[config.mk]
export PLATFORM = sky130hd
export DESIGN_NAME = pix_readout_seq
export DESIGN_NICKNAME = d
export VERILOG_FILES = /design/src/rtl/pix_seq_pkg.sv /design/src/rtl/pix_seq_timer.sv /design/src/rtl/pix_seq_cfg.sv /design/src/rtl/pix_row_decode.sv /design/src/rtl/pix_seq_ctrl.sv /design/src/rtl/pix_readout_seq.sv
export SDC_FILE = /design/constraint.sdc
export NUM_CORES = 1
export LEC_CHECK = 0
export BUFFER_PORTS_ARGS = -buffer_cell sky130_fd_sc_hd__buf_2
export CAP_MARGIN = 20
export CELL_PAD_IN_SITES_DETAIL_PLACEMENT = 0
export CELL_PAD_IN_SITES_GLOBAL_PLACEMENT = 1
export CORE_UTILIZATION = 32
export DETAILED_ROUTE_END_ITERATION = 6
export GPL_ROUTABILITY_DRIVEN = 0
export PLACE_DENSITY_LB_ADDON = 0.05
export SYNTH_ARGS = -nofsm -noshare
export SYNTH_HDL_FRONTEND = slang
export SYNTH_SLANG_ARGS = --single-unit
[constraint.sdc]
create_clock -name clk -period 3.1 [get_ports clk]
set_input_delay 0.93 -clock clk [delete_from_list [all_inputs] [get_ports clk]]
set_output_delay 0.93 -clock clk [all_outputs]
set_load 0.1 [all_outputs]
[src/rtl/pix_seq_pkg.sv]
package pix_seq_pkg;

    localparam int DEM_PHASES = 4;
    localparam int DEM_W      = 2;

    typedef enum logic [3:0] {
        ST_IDLE,
        ST_SEL,
        ST_GRD1,
        ST_CNV1,
        ST_TG,
        ST_GRD2,
        ST_CNV2,
        ST_FLUSH,
        ST_TGRD,
        ST_TCNV
    } seq_state_e;

    typedef struct packed {
        logic sel_one;
        logic sel_all;
        logic rst;
        logic tg;
        logic cstart;
        logic cstop;
    } line_ctl_t;

    function automatic int clamp_low(input int v, input int lo);
        return (v < lo) ? lo : v;
    endfunction

endpackage

[src/rtl/pix_seq_timer.sv]
module pix_seq_timer #(
    parameter int W = 10
) (
    input  logic         clk,
    input  logic         rst,
    input  logic         clear,
    input  logic [W-1:0] limit,
    output logic [W-1:0] count,
    output logic         last
);
    always_ff @(posedge clk) begin
        if (rst || clear) count <= '0;
        else              count <= count + 1'b1;
    end

    assign last = (count == limit);
endmodule

[src/rtl/pix_seq_cfg.sv]
module pix_seq_cfg
    import pix_seq_pkg::*;
#(
    parameter int OSR_W   = 10,
    parameter int OSR_MIN = 4
) (
    input  logic             clk,
    input  logic             rst,
    input  logic             load,
    input  logic             mode_in,
    input  logic [OSR_W-1:0] osr_in,
    output logic             thermal,
    output logic [OSR_W-1:0] osr_eff
);
    logic [OSR_W-1:0] osr_next;

    always_comb begin
        osr_next = OSR_W'(clamp_low(int'(osr_in), OSR_MIN));
    end

    always_ff @(posedge clk) begin
        if (rst) begin
            thermal <= 1'b0;
            osr_eff <= OSR_W'(OSR_MIN);
        end else if (load) begin
            thermal <= mode_in;
            osr_eff <= osr_next;
        end
    end
endmodule

[src/rtl/pix_row_decode.sv]
module pix_row_decode #(
    parameter int ROWS  = 64,
    parameter int ROW_W = 6
) (
    input  logic             sel_one,
    input  logic             sel_all,
    input  logic [ROW_W-1:0] row_idx,
    output logic [ROWS-1:0]  row_sel
);
    for (genvar i = 0; i < ROWS; i++) begin : g_row
        assign row_sel[i] = sel_all | (sel_one & (row_idx == ROW_W'(i)));
    end
endmodule

[src/rtl/pix_seq_ctrl.sv]
module pix_seq_ctrl
    import pix_seq_pkg::*;
#(
    parameter int ROWS      = 64,
    parameter int ROW_W     = 6,
    parameter int OSR_W     = 10,
    parameter int SEL_CYC   = 2,
    parameter int TG_CYC    = 4,
    parameter int FLUSH_CYC = 4
) (
    input  logic             clk,
    input  logic             rst,
    input  logic             start,
    input  logic             start_thermal,
    input  logic [OSR_W-1:0] osr_eff,
    input  logic [OSR_W-1:0] tm_count,
    input  logic             tm_last,
    output logic             tm_clear,
    output logic [OSR_W-1:0] tm_limit,
    output logic             load_cfg,
    output line_ctl_t        ctl,
    output logic [ROW_W-1:0] row_idx,
    output logic [DEM_W-1:0] phase,
    output logic             frame_start,
    output logic             done
);
    localparam logic [ROW_W-1:0] LAST_ROW   = ROW_W'(ROWS - 1);
    localparam logic [DEM_W-1:0] LAST_PHASE = DEM_W'(DEM_PHASES - 1);

    seq_state_e state, state_nx;
    logic       adv;
    logic       finish;
    logic       win_first;

    assign load_cfg  = (state == ST_IDLE) && start;
    assign adv       = (state != ST_IDLE) && tm_last;
    assign tm_clear  = load_cfg || adv || (state == ST_IDLE);
    assign win_first = (tm_count == '0);

    always_comb begin
        case (state)
            ST_SEL:   tm_limit = OSR_W'(SEL_CYC - 1);
            ST_TG:    tm_limit = OSR_W'(TG_CYC - 1);
            ST_FLUSH: tm_limit = OSR_W'(FLUSH_CYC - 1);
            ST_CNV1,
            ST_CNV2,
            ST_TCNV:  tm_limit = osr_eff - OSR_W'(1);
            default:  tm_limit = '0;
        endcase
    end

    always_comb begin
        state_nx = state;
        finish   = 1'b0;
        case (state)
            ST_IDLE:  if (start) state_nx = start_thermal ? ST_TGRD : ST_SEL;
            ST_SEL:   if (adv) state_nx = ST_GRD1;
            ST_GRD1:  if (adv) state_nx = ST_CNV1;
            ST_CNV1:  if (adv) state_nx = ST_TG;
            ST_TG:    if (adv) state_nx = ST_GRD2;
            ST_GRD2:  if (adv) state_nx = ST_CNV2;
            ST_CNV2:  if (adv) state_nx = ST_FLUSH;
            ST_FLUSH: begin
                if (adv) begin
                    if (row_idx == LAST_ROW) begin
                        state_nx = ST_IDLE;
                        finish   = 1'b1;
                    end else begin
                        state_nx = ST_SEL;
                    end
                end
            end
            ST_TGRD:  if (adv) state_nx = ST_TCNV;
            ST_TCNV: begin
                if (adv) begin
                    if (phase == LAST_PHASE) begin
                        state_nx = ST_IDLE;
                        finish   = 1'b1;
                    end else begin
                        state_nx = ST_TGRD;
                    end
                end
            end
            default:  state_nx = ST_IDLE;
        endcase
    end

    always_ff @(posedge clk) begin
        if (rst) begin
            state       <= ST_IDLE;
            row_idx     <= '0;
            phase       <= '0;
            frame_start <= 1'b0;
            done        <= 1'b0;
        end else begin
            state       <= state_nx;
            frame_start <= load_cfg;
            done        <= finish;
            if (load_cfg || finish) begin
                row_idx <= '0;
                phase   <= '0;
            end else if (adv && state == ST_FLUSH) begin
                row_idx <= row_idx + 1'b1;
            end else if (adv && state == ST_TCNV) begin
                phase <= phase + 1'b1;
            end
        end
    end

    always_comb begin
        ctl = '0;
        case (state)
            ST_SEL: begin
                ctl.sel_one = 1'b1;
                ctl.rst     = 1'b1;
            end
            ST_GRD1, ST_GRD2: ctl.sel_one = 1'b1;
            ST_CNV1, ST_CNV2: begin
                ctl.sel_one = 1'b1;
                ctl.cstart  = win_first;
                ctl.cstop   = tm_last;
            end
            ST_TG: begin
                ctl.sel_one = 1'b1;
                ctl.tg      = 1'b1;
            end
            ST_FLUSH: begin
                ctl.sel_one = 1'b1;
                ctl.rst     = 1'b1;
                ctl.tg      = 1'b1;
            end
            ST_TGRD: begin
                ctl.sel_all = 1'b1;
                ctl.rst     = 1'b1;
            end
            ST_TCNV: begin
                ctl.sel_all = 1'b1;
                ctl.rst     = 1'b1;
                ctl.cstart  = win_first;
                ctl.cstop   = tm_last;
            end
            default: ctl = '0;
        endcase
    end
endmodule

[src/rtl/pix_readout_seq.sv]
module pix_readout_seq
    import pix_seq_pkg::*;
#(
    parameter int ROWS      = 64,
    parameter int OSR_W     = 10,
    parameter int OSR_MIN   = 4,
    parameter int SEL_CYC   = 2,
    parameter int TG_CYC    = 4,
    parameter int FLUSH_CYC = 4,
    localparam int ROW_W    = (ROWS > 1) ? $clog2(ROWS) : 1
) (
    input  logic             clk,
    input  logic             rst,
    input  logic             start,
    input  logic             mode_thermal,
    input  logic [OSR_W-1:0] osr_in,
    output logic [ROWS-1:0]  row_sel,
    output logic             rst_line,
    output logic             tg_line,
    output logic             conv_start,
    output logic             conv_stop,
    output logic             frame_start,
    output logic             done,
    output logic [ROW_W-1:0] row_index,
    output logic [DEM_W-1:0] dem_phase
);
    logic             load_cfg;
    logic             cfg_thermal;
    logic [OSR_W-1:0] osr_eff;
    logic             tm_clear;
    logic [OSR_W-1:0] tm_limit;
    logic [OSR_W-1:0] tm_count;
    logic             tm_last;
    line_ctl_t        ctl;

    pix_seq_cfg #(.OSR_W(OSR_W), .OSR_MIN(OSR_MIN)) u_cfg (
        .clk     (clk),
        .rst     (rst),
        .load    (load_cfg),
        .mode_in (mode_thermal),
        .osr_in  (osr_in),
        .thermal (cfg_thermal),
        .osr_eff (osr_eff)
    );

    pix_seq_timer #(.W(OSR_W)) u_timer (
        .clk   (clk),
        .rst   (rst),
        .clear (tm_clear),
        .limit (tm_limit),
        .count (tm_count),
        .last  (tm_last)
    );

    pix_seq_ctrl #(
        .ROWS(ROWS), .ROW_W(ROW_W), .OSR_W(OSR_W),
        .SEL_CYC(SEL_CYC), .TG_CYC(TG_CYC), .FLUSH_CYC(FLUSH_CYC)
    ) u_ctrl (
        .clk           (clk),
        .rst           (rst),
        .start         (start),
        .start_thermal (mode_thermal),
        .osr_eff       (osr_eff),
        .tm_count      (tm_count),
        .tm_last       (tm_last),
        .tm_clear      (tm_clear),
        .tm_limit      (tm_limit),
        .load_cfg      (load_cfg),
        .ctl           (ctl),
        .row_idx       (row_index),
        .phase         (dem_phase),
        .frame_start   (frame_start),
        .done          (done)
    );

    pix_row_decode #(.ROWS(ROWS), .ROW_W(ROW_W)) u_dec (
        .sel_one (ctl.sel_one),
        .sel_all (ctl.sel_all),
        .row_idx (row_index),
        .row_sel (row_sel)
    );

    assign rst_line   = ctl.rst;
    assign tg_line    = ctl.tg;
    assign conv_start = ctl.cstart;
    assign conv_stop  = ctl.cstop;

    logic unused_cfg;
    assign unused_cfg = cfg_thermal;
endmodule

==> reports/results.ini, run 1 <==
[outcome]
status=finished with violations
failed_checks=negative setup slack

[sta]
post-route-min-period_ns=3.54
tightest_slew_ns=0.837
slew-limit-headroom_pct=44.2
skew_ns=0.0140
finalMaxSlewViolations=0
rsz0062_at_grt=yes
fmax_mhz=283
fin_crit_sh_pct=114
fin_tns_setup_ns=-0.436
final_hold_viol_count=0
setup_ws_ns=-0.436
setup_viol_count_final=1

[logic_synthesis]
ys_top_cells_by_count=o21ai_0 (74), dfxtp_1 (34), nand3_1 (34), nor2_1 (27), clkbuf_1 (26)
synth_area_mm2=0.00268
yosys.area.top_type_share_pct=25.4
ys_ff_latch=34
synth_most_common_cell=o21ai_0
synth_edf_count=0
syn_inst=383
ys_seq_area_share_pct=25.4
synth-main-ff-cell=dfxtp_1
synth.area.top_cells=dfxtp_1 (25%), o21ai_0 (14%), nand3_1 (6.4%), a21oi_1 (4.1%), nor2_1 (3.8%)
synth_cell_type_count=53
synth_largest_area_cell=dfxtp_1
synthArstFlopShare_pct=0
syn-num-nets=405
syn_area_per_cell_um2=6.99
yosysWarnings=0

[die]
num_rows=33
start_util_pct=32.8
ioPinCount=92
core_mm2=0.00818
die_h_um=93.5
die_w_um=93.5
dieArea_mm2=0.00874

[setup_path]
slowest_stage=or4b_4
cp-startpoint=u_cfg.osr_eff[0]$_SDFFE_PP0P_
worst-setup-path-type=reg -> out
cp-start-kind=flop
cp_data_arrival_time_ns=2.61
rr_startpoint=u_cfg.osr_eff[0]$_SDFFE_PP0P_
crit_chain=inv_2, ha_4, or4b_4, o41ai_4, a211o_1, nand4_1, nor4_2, and3_1, and2_4, buf_12
end_kind=output port
crit_path_max_incr_delay_ns=0.48
cp_max_fo=3
critPathRequiredTime_ns=2.17

[detailed_routing]
drc=0
wl_met3_um=334
wire_per_inst_um=15.8
viasPerCell=5.43
drtIter0Drc=136
vias=3198
routed_wl_um=9290
wl_met2_um=4520
maxUsedRoutingLayer=met4
ant_nets=0
met1_length_um=4370
drtPass1Iterations=4

[global_route]
grt_max_degree=34
gr-total-overflow=0
grt_util_all_layers_pct=21.8
first_global_vias=2897
antenna_found_initial=0
grt_pass1_wl_um=15200

[placed_design]
io_buffers=91
pre_cts_ws_ns=-0.162
dp_hpwl_um=7270
dp.cells=580

[power]
switching_share_pct=57.2
power_mw=5.30
leakagePower_nw=1.94
seqPwrFrac_pct=10.0
intPower_mw=2.27
powerDensity_mw_per_mm2=995
combPwrFrac_pct=82.0
clkPwrFrac_pct=8.0
ir_worst_vdd_uv=455
p_sw_mw=3.03

[job]
max_cap_viol_count=0

[layout]
antennaDiodeCount=0
drive_above_1_share_pct=48.8
area.growth.synth_to_final_pct=98.7
instances_no_fill=589
final_nets=506

[cts]
worstSkewPairLatency_ns=0.29
clock_path_buffers=2
cts_buffers=5
ctsRootBufferMaster=clkbuf_8
cts_tree=yes
cts_max_level=2
clk_pin_slew_ns=0.08
clock_sinks=34

[min_path]
hp-class=reg -> reg
hp-start=u_cfg.osr_eff[9]$_SDFFE_PP0P_

[registers in the layout (all words and copies together), names as in the netlist]
| signal | cells |
|---|---|
| u_ctrl.phase | 2 |
| u_ctrl.state | 4 |
| u_timer.count | 10 |
| u_ctrl.frame_start | 1 |
| u_ctrl.row_idx | 6 |
| u_ctrl.done | 1 |
| u_cfg.osr_eff | 10 |
[worst max-delay path: cells and delay by family, from the launching register on]
kind	cells	cell delay, ns
adder cells (fa/ha/maj)	1	0.13
flip-flops	1	0.33
AND/OR/NAND/NOR	5	1.19
buffers and inverters	2	0.24
AO/OA/AOI/OAI	2	0.43
[worst paths after layout]
kind | endpoint | slack, ns | cells after the start
worst max-delay path | conv_stop | -0.44 | 10
worst min-delay path | u_cfg.osr_eff[9]$_SDFFE_PP0P_ | 0.50 | 2
worst max register to register | u_ctrl.state[2]$_SDFFE_PP0P_ | 0.34 | 11
worst min register to register | u_cfg.osr_eff[9]$_SDFFE_PP0P_ | 0.50 | 2
[cell type report]
type,count,area (um2)
Clock buffer,6,82.6
Clock inverter,1,30.0
Fill cell,682,2850
Inverter,13,48.8
Multi-Input combinational cell,302,2560
Sequential cell,34,692
Tap cell,105,131
Timing Repair Buffer,128,1780
[logic make-up (layout without fill, tap and decap cells)]
logic type      Yosys count  after routing  share of synthesized area [%]
buf+inv                  47            148                           6.87
flops                    34             34                           25.4
xor+xnor                 18             18                           5.89
simple gates            148            148                           29.2
mux                       2              2                          0.794
fa+ha+maj                 8              8                           3.74
compound gates          126            126                           28.1
[layer usage]
metal | GRT usage, % | up-vias
li1 | - | 1594
met1 | 30.0 | 1519
met2 | 36.6 | 78
met3 | 2.52 | 7
met4 | 4.23 | 0
met5 | 0 | -
[through the flow]
| step | util (%) | cell area (um2) | hold slack (ns) |
|---|---|---|---|
| after global placement | 63.0 | 5150 | 0.486 |
| after CTS | 65.0 | 5310 | 0.502 |
| after detailed placement | 63.0 | 5150 | 0.490 |
| after floorplan | - | 3400 | 0.450 |
| after global routing | 65.1 | 5320 | 0.545 |
| final | 65.1 | 5320 | 0.504 |
[cell usage in the layout (no fill, tap or decap), types with 3 or more instances in the layout]
| cell | count |
|---|---|
| nand4_1 | 4 |
| nand3_1 | 25 |
| nor4_1 | 6 |
| nand3_2 | 9 |
| nor2b_1 | 5 |
| a32o_1 | 5 |
| buf_4 | 33 |
| o21ai_2 | 12 |
| ha_1 | 7 |
| and3_1 | 5 |
| dfxtp_2 | 6 |
| or4_1 | 3 |
| xnor2_1 | 8 |
| nand2b_1 | 6 |
| dfxtp_1 | 27 |
| nand2_1 | 22 |
| o21ai_0 | 11 |
| buf_12 | 70 |
| nor3_1 | 7 |
| or3_1 | 6 |
| nor2_1 | 25 |
| a21oi_1 | 22 |
| inv_1 | 11 |
| clkbuf_8 | 6 |
| o21ai_4 | 51 |
| or2_2 | 4 |
| buf_2 | 24 |
| xor2_1 | 10 |
| nand3b_1 | 3 |
[repair_timing]
item                       in CTS  in global routing
setup endpoints to repair      64                 20
setup buffers                   2                  0
resized for setup               7                  2
pin swaps                       1                  0
hold buffers                    0                  0
[power groups by stage]
stage / combinational (mW) / clock, mW / sequential, mW
floorplan: 2.80 / 0 / 0.553
global route: 4.52 / 0.443 / 0.540
finish: 4.35 / 0.423 / 0.530
global placement: 4.23 / 0 / 0.537
detailed placement: 4.26 / 0 / 0.538
CTS: 4.35 / 0.426 / 0.530
Power figures use the tool's default switching activity.
==> run 2, diff against run 1 <==
Settings changed: BUFFER_PORTS_ARGS -buffer_cell sky130_fd_sc_hd__buf_2 to -buffer_cell sky130_fd_sc_hd__buf_4.
==> reports/results.ini, run 2 (synthesis results as in run 1) <==
[power]
seqPwrFrac_pct=10.8
intPower_mw=1.85
combPwrFrac_pct=82.0
powerDensity_mw_per_mm2=993
leakagePower_nw=1.80
switching_share_pct=62.3
clkPwrFrac_pct=7.2
ir_worst_vdd_uv=730
p_sw_mw=3.06

[global_route]
gr-total-overflow=0
grt_max_degree=54
grt_util_all_layers_pct=21.7
antenna_found_initial=0
grt_pass1_wl_um=15200
first_global_vias=3010

[die]
die_w_um=93.5
die_h_um=93.5
ioPinCount=92
dieArea_mm2=0.00874
num_rows=33
start_util_pct=32.8
core_mm2=0.00818

[setup_path]
cp_max_fo=2
cp_data_arrival_time_ns=2.59
cp-start-kind=flop
end_kind=output port
critPathRequiredTime_ns=2.17
worst-setup-path-type=reg -> out

[sta]
skew_ns=0.00449
slew-limit-headroom_pct=46.3
tightest_slew_ns=0.806
rsz0062_at_grt=yes
setup_viol_count_final=1
final_hold_viol_count=0
setup_ws_ns=-0.423
fmax_mhz=284
fin_crit_sh_pct=114
fin_tns_setup_ns=-0.423
finalMaxSlewViolations=0
post-route-min-period_ns=3.52

[detailed_routing]
routed_wl_um=9420
drc=0
vias=3239
drtIter0Drc=162
viasPerCell=5.47
drtPass1Iterations=4
ant_nets=0
wire_per_inst_um=15.9

[placed_design]
dp.cells=583
io_buffers=91
pre_cts_ws_ns=-0.228
dp_hpwl_um=7100

[min_path]
hp-class=reg -> reg

[outcome]
failed_checks=negative setup slack
status=finished with violations

[layout]
drive_above_1_share_pct=51.1
instances_no_fill=592
mostFrequentLayoutCell=buf_4
antennaDiodeCount=0
final_cell_mix=buf_4 (93), o21ai_4 (51), dfxtp_1 (27)
final_nets=508
largest_registers=u_cfg.osr_eff: 10 flops, u_timer.count: 10 flops, u_ctrl.row_idx: 6 flops
area.growth.synth_to_final_pct=84.7

[cts]
clock_sinks=34
ctsRootBufferMaster=clkbuf_8
clk_pin_slew_ns=0.07
clock_path_buffers=2
postCtsHoldBufs=0
cts_tree=yes
cts_max_level=2
worstSkewPairLatency_ns=0.29
postCtsSetupRepairBufs=0
cts_buffers=5

[job]
max_cap_viol_count=0

[run 2: layout make-up]
class	instances	area, um2
multi-input cells	303	2720
repair buffers	129	1260
clock inverters	2	12.5
inverters	13	48.8
clock buffers	6	82.6
well taps	105	131
fillers	722	3230
flip-flops and latches	34	692
[run 2: repair_timing]
action / in CTS / in global routing
resized for setup: 54 / 51
setup endpoints to repair: 62 / 58
pin swaps: 1 / 5
endpoints found under the hold margin: 0 / 0
gates cloned: 0 / 1
[run 2: stage by stage]
stage	power (mW)	hold WS, ns	util, %	cell area, um2
finish	4.91	0.502	60.5	4950
global placement	4.14	0.485	53.6	4380
CTS	4.68	0.504	57.6	4710
floorplan	3.35	0.450	-	3400
detailed placement	4.16	0.492	53.6	4380
global route	5.11	0.531	60.5	4950
[run 2: path summary, 6_finish.rpt]
check / start / end / slack (ns) / cells after the start
max reg2reg: u_cfg.osr_eff[2]$_SDFFE_PP1P_ / u_ctrl.state[2]$_SDFFE_PP0P_ / 0.29 / 11
min reg2reg: u_cfg.osr_eff[9]$_SDFFE_PP0P_ / u_cfg.osr_eff[9]$_SDFFE_PP0P_ / 0.50 / 2
min: u_cfg.osr_eff[9]$_SDFFE_PP0P_ / u_cfg.osr_eff[9]$_SDFFE_PP0P_ / 0.50 / 2
max: u_cfg.osr_eff[2]$_SDFFE_PP1P_ / conv_stop / -0.42 / 8
[run 2: power by group through the flow]
stage / Combinational, mW / Clock, mW / Sequential (mW)
6_report: 4.03 / 0.353 / 0.531
5_1_grt: 4.19 / 0.380 / 0.540
4_1_cts: 3.79 / 0.360 / 0.530
3_5_place_dp: 3.62 / 0 / 0.539
3_3_place_gp: 3.60 / 0 / 0.535
2_1_floorplan: 2.80 / 0 / 0.553
[run 2: layer usage]
| metal | vias to the layer above | wire length, um | part of all wire [%] | GRT usage [%] |
|---|---|---|---|---|
| met2 | 88 | 4340 | 46 | 34.7 |
| met5 | - | 0 | 0 | 0 |
| met3 | 7 | 447 | 4.7 | 3.01 |
| li1 | 1594 | - | - | - |
| met4 | 0 | 95 | 1.0 | 5.26 |
| met1 | 1550 | 4540 | 48 | 30.5 |
[run 2: worst max-delay path, stage by stage (launching register included)]
cell	delay [ns]
dfxtp_1	0.32
or3_4	0.40
nor4_4	0.22
xor2_1	0.21
mux2_4	0.33
nor4_4	0.29
and3_4	0.22
and2_4	0.15
buf_12	0.16
==> run 3, diff against run 2 <==
Settings changed: CORE_ASPECT_RATIO from default to 1.75, CTS_CLUSTER_DIAMETER from default to 40.
==> reports/results.ini, run 3 (synthesis results as in run 1) <==
[sta]
rsz0062_at_grt=yes
setup_viol_count_final=1
skew_ns=0.00908
setup_ws_ns=-0.450
final_hold_viol_count=0
fin_tns_setup_ns=-0.450
fin_crit_sh_pct=115
hold_ws_ns=0.505
fmax_mhz=282
slew-limit-headroom_pct=46.0
post-route-min-period_ns=3.55
tightest_slew_ns=0.809
finalMaxSlewViolations=0

[layout]
instances_no_fill=584
mostFrequentLayoutCell=buf_4
area.growth.synth_to_final_pct=75.3
multi_input_area_mm2=0.00257
final_cell_mix=buf_4 (126), o21ai_4 (51), dfxtp_1 (27)
drive_above_1_share_pct=51.2
regArea_um2=692
final_nets=515
fillers=725
antennaDiodeCount=0
largest_registers=u_cfg.osr_eff: 10 flops, u_timer.count: 10 flops, u_ctrl.row_idx: 6 flops

[setup_path]
critPathRequiredTime_ns=2.17
slowest_stage=or3_1
cp-startpoint=u_cfg.osr_eff[0]$_SDFFE_PP0P_
crit_path_max_incr_delay_ns=0.39
cpMostUsedCell=nor4_2
cp_max_fo=3
worst-setup-path-type=reg -> out
cp_data_arrival_time_ns=2.62
cp-start-kind=flop
rr_startpoint=u_cfg.osr_eff[0]$_SDFFE_PP0P_
crit_chain=or3_1, nor4_2, xor2_1, mux2_2, nor4_2, and3_1, and2_4, buf_12
end_kind=output port

[global_route]
grt_util_all_layers_pct=22.4
antenna_found_initial=0
grt_pass1_wl_um=15100
grt_max_degree=70
gr-total-overflow=0
first_global_vias=3129

[job]
max_cap_viol_count=0

[detailed_routing]
vias=3182
met1_length_um=3200
wire_per_inst_um=16.4
wl_met3_um=337
ant_nets=0
drc=11
routed_wl_um=9560
drtPass1Iterations=6
wl_met2_um=5580
viasPerCell=5.45
drtIter0Drc=113
maxUsedRoutingLayer=met4

[outcome]
status=finished with violations
failed_checks=design-rule violations, negative setup slack

[placed_design]
dp_hpwl_um=7690
pre_cts_ws_ns=-0.251
io_buffers=91
dp.cells=570

[cts]
cts_tree=yes
cts_buffers=5
cts_max_level=2
ctsRootBufferMaster=clkbuf_16
clk_pin_slew_ns=0.05
worstSkewPairLatency_ns=0.29
clock_sinks=34
clock_path_buffers=2

[die]
die_h_um=123
ioPinCount=92
die_w_um=71.2
start_util_pct=33.4
dieArea_mm2=0.00876
num_rows=43
core_mm2=0.00802

[power]
powerDensity_mw_per_mm2=1040
p_sw_mw=2.96
ir_worst_vdd_uv=557
seqPwrFrac_pct=10.9
switching_share_pct=60.5
clkPwrFrac_pct=12.2
combPwrFrac_pct=76.9
intPower_mw=1.93
leakagePower_nw=1.81

[min_path]
hp-class=reg -> reg
hp-start=u_cfg.osr_eff[0]$_SDFFE_PP0P_

run 3: cell types whose count changed in the layout (fill, tap and decap cells not counted), sizes merged:
| cell | before | now |
|---|---|---|
| nor2 | 29 | 28 |
| bufinv | 0 | 1 |
| buf | 129 | 137 |
| clkinvlp | 1 | 0 |
| clkinv | 1 | 0 |
| clkbuf | 6 | 7 |
run 3: path summary, 6_finish.rpt:
kind / endpoint / slack (ns) / depth (start not counted)
worst min-delay path: u_cfg.osr_eff[0]$_SDFFE_PP0P_ / 0.51 / 2
worst max-delay path: conv_stop / -0.45 / 8
worst max register to register: u_timer.count[4]$_SDFF_PP0_ / 0.18 / 11
worst min register to register: u_cfg.osr_eff[0]$_SDFFE_PP0P_ / 0.51 / 2
run 3: stage by stage:
| stage | instance area (um2) | util [%] | power, mW |
|---|---|---|---|
| 6_report | 4700 | 58.6 | 4.89 |
| 5_1_grt | 4700 | 58.6 | 5.08 |
| 4_1_cts | 4620 | 57.6 | 4.84 |
| 3_5_place_dp | 4380 | 54.6 | 4.13 |
| 3_3_place_gp | 4380 | 54.6 | 4.11 |
| 2_1_floorplan | 3400 | - | 3.35 |
run 3: layer usage:
metal  global-route usage (%)  vias up
li1                         -     1601
met4                     13.9        0
met2                     45.8       91
met1                     19.9     1464
met3                     2.69       26
met5                        0        -
run 3: final cells by class:
cell class | instances | area share, %
Clock buffer | 7 | 3.04
Clock inverter | 1 | 0.639
Inverter | 13 | 1.04
Multi-Input combinational cell | 302 | 54.8
Sequential cell | 34 | 14.7
Tap cell | 90 | 2.40
Timing Repair Buffer | 137 | 23.3
run 3: repair_timing:
action / 4_1_cts / 5_1_grt
hold buffers: 0 / 0
hold endpoints to repair: 0 / 0
endpoints found under the setup margin: 64 / 43
gates cloned: 0 / 0
pin swaps: 1 / 2
gates resized for setup: 9 / 16
setup buffers: 4 / 2
run 3: power groups by stage:
stage               Combinational [mW]  Clock, mW  Sequential (mW)
CTS                               3.70      0.609            0.534
global placement                  3.57          0            0.541
floorplan                         2.80          0            0.553
global route                      3.91      0.623            0.542
detailed placement                3.58          0            0.542
finish                            3.76      0.596            0.535
run 3: critical path, delay by kind of cell (launching register included):
kind	cells	cell delay, ns
xor+xnor	1	0.20
buf+inv	1	0.16
flops	1	0.32
mux	1	0.36
simple gates	5	1.28
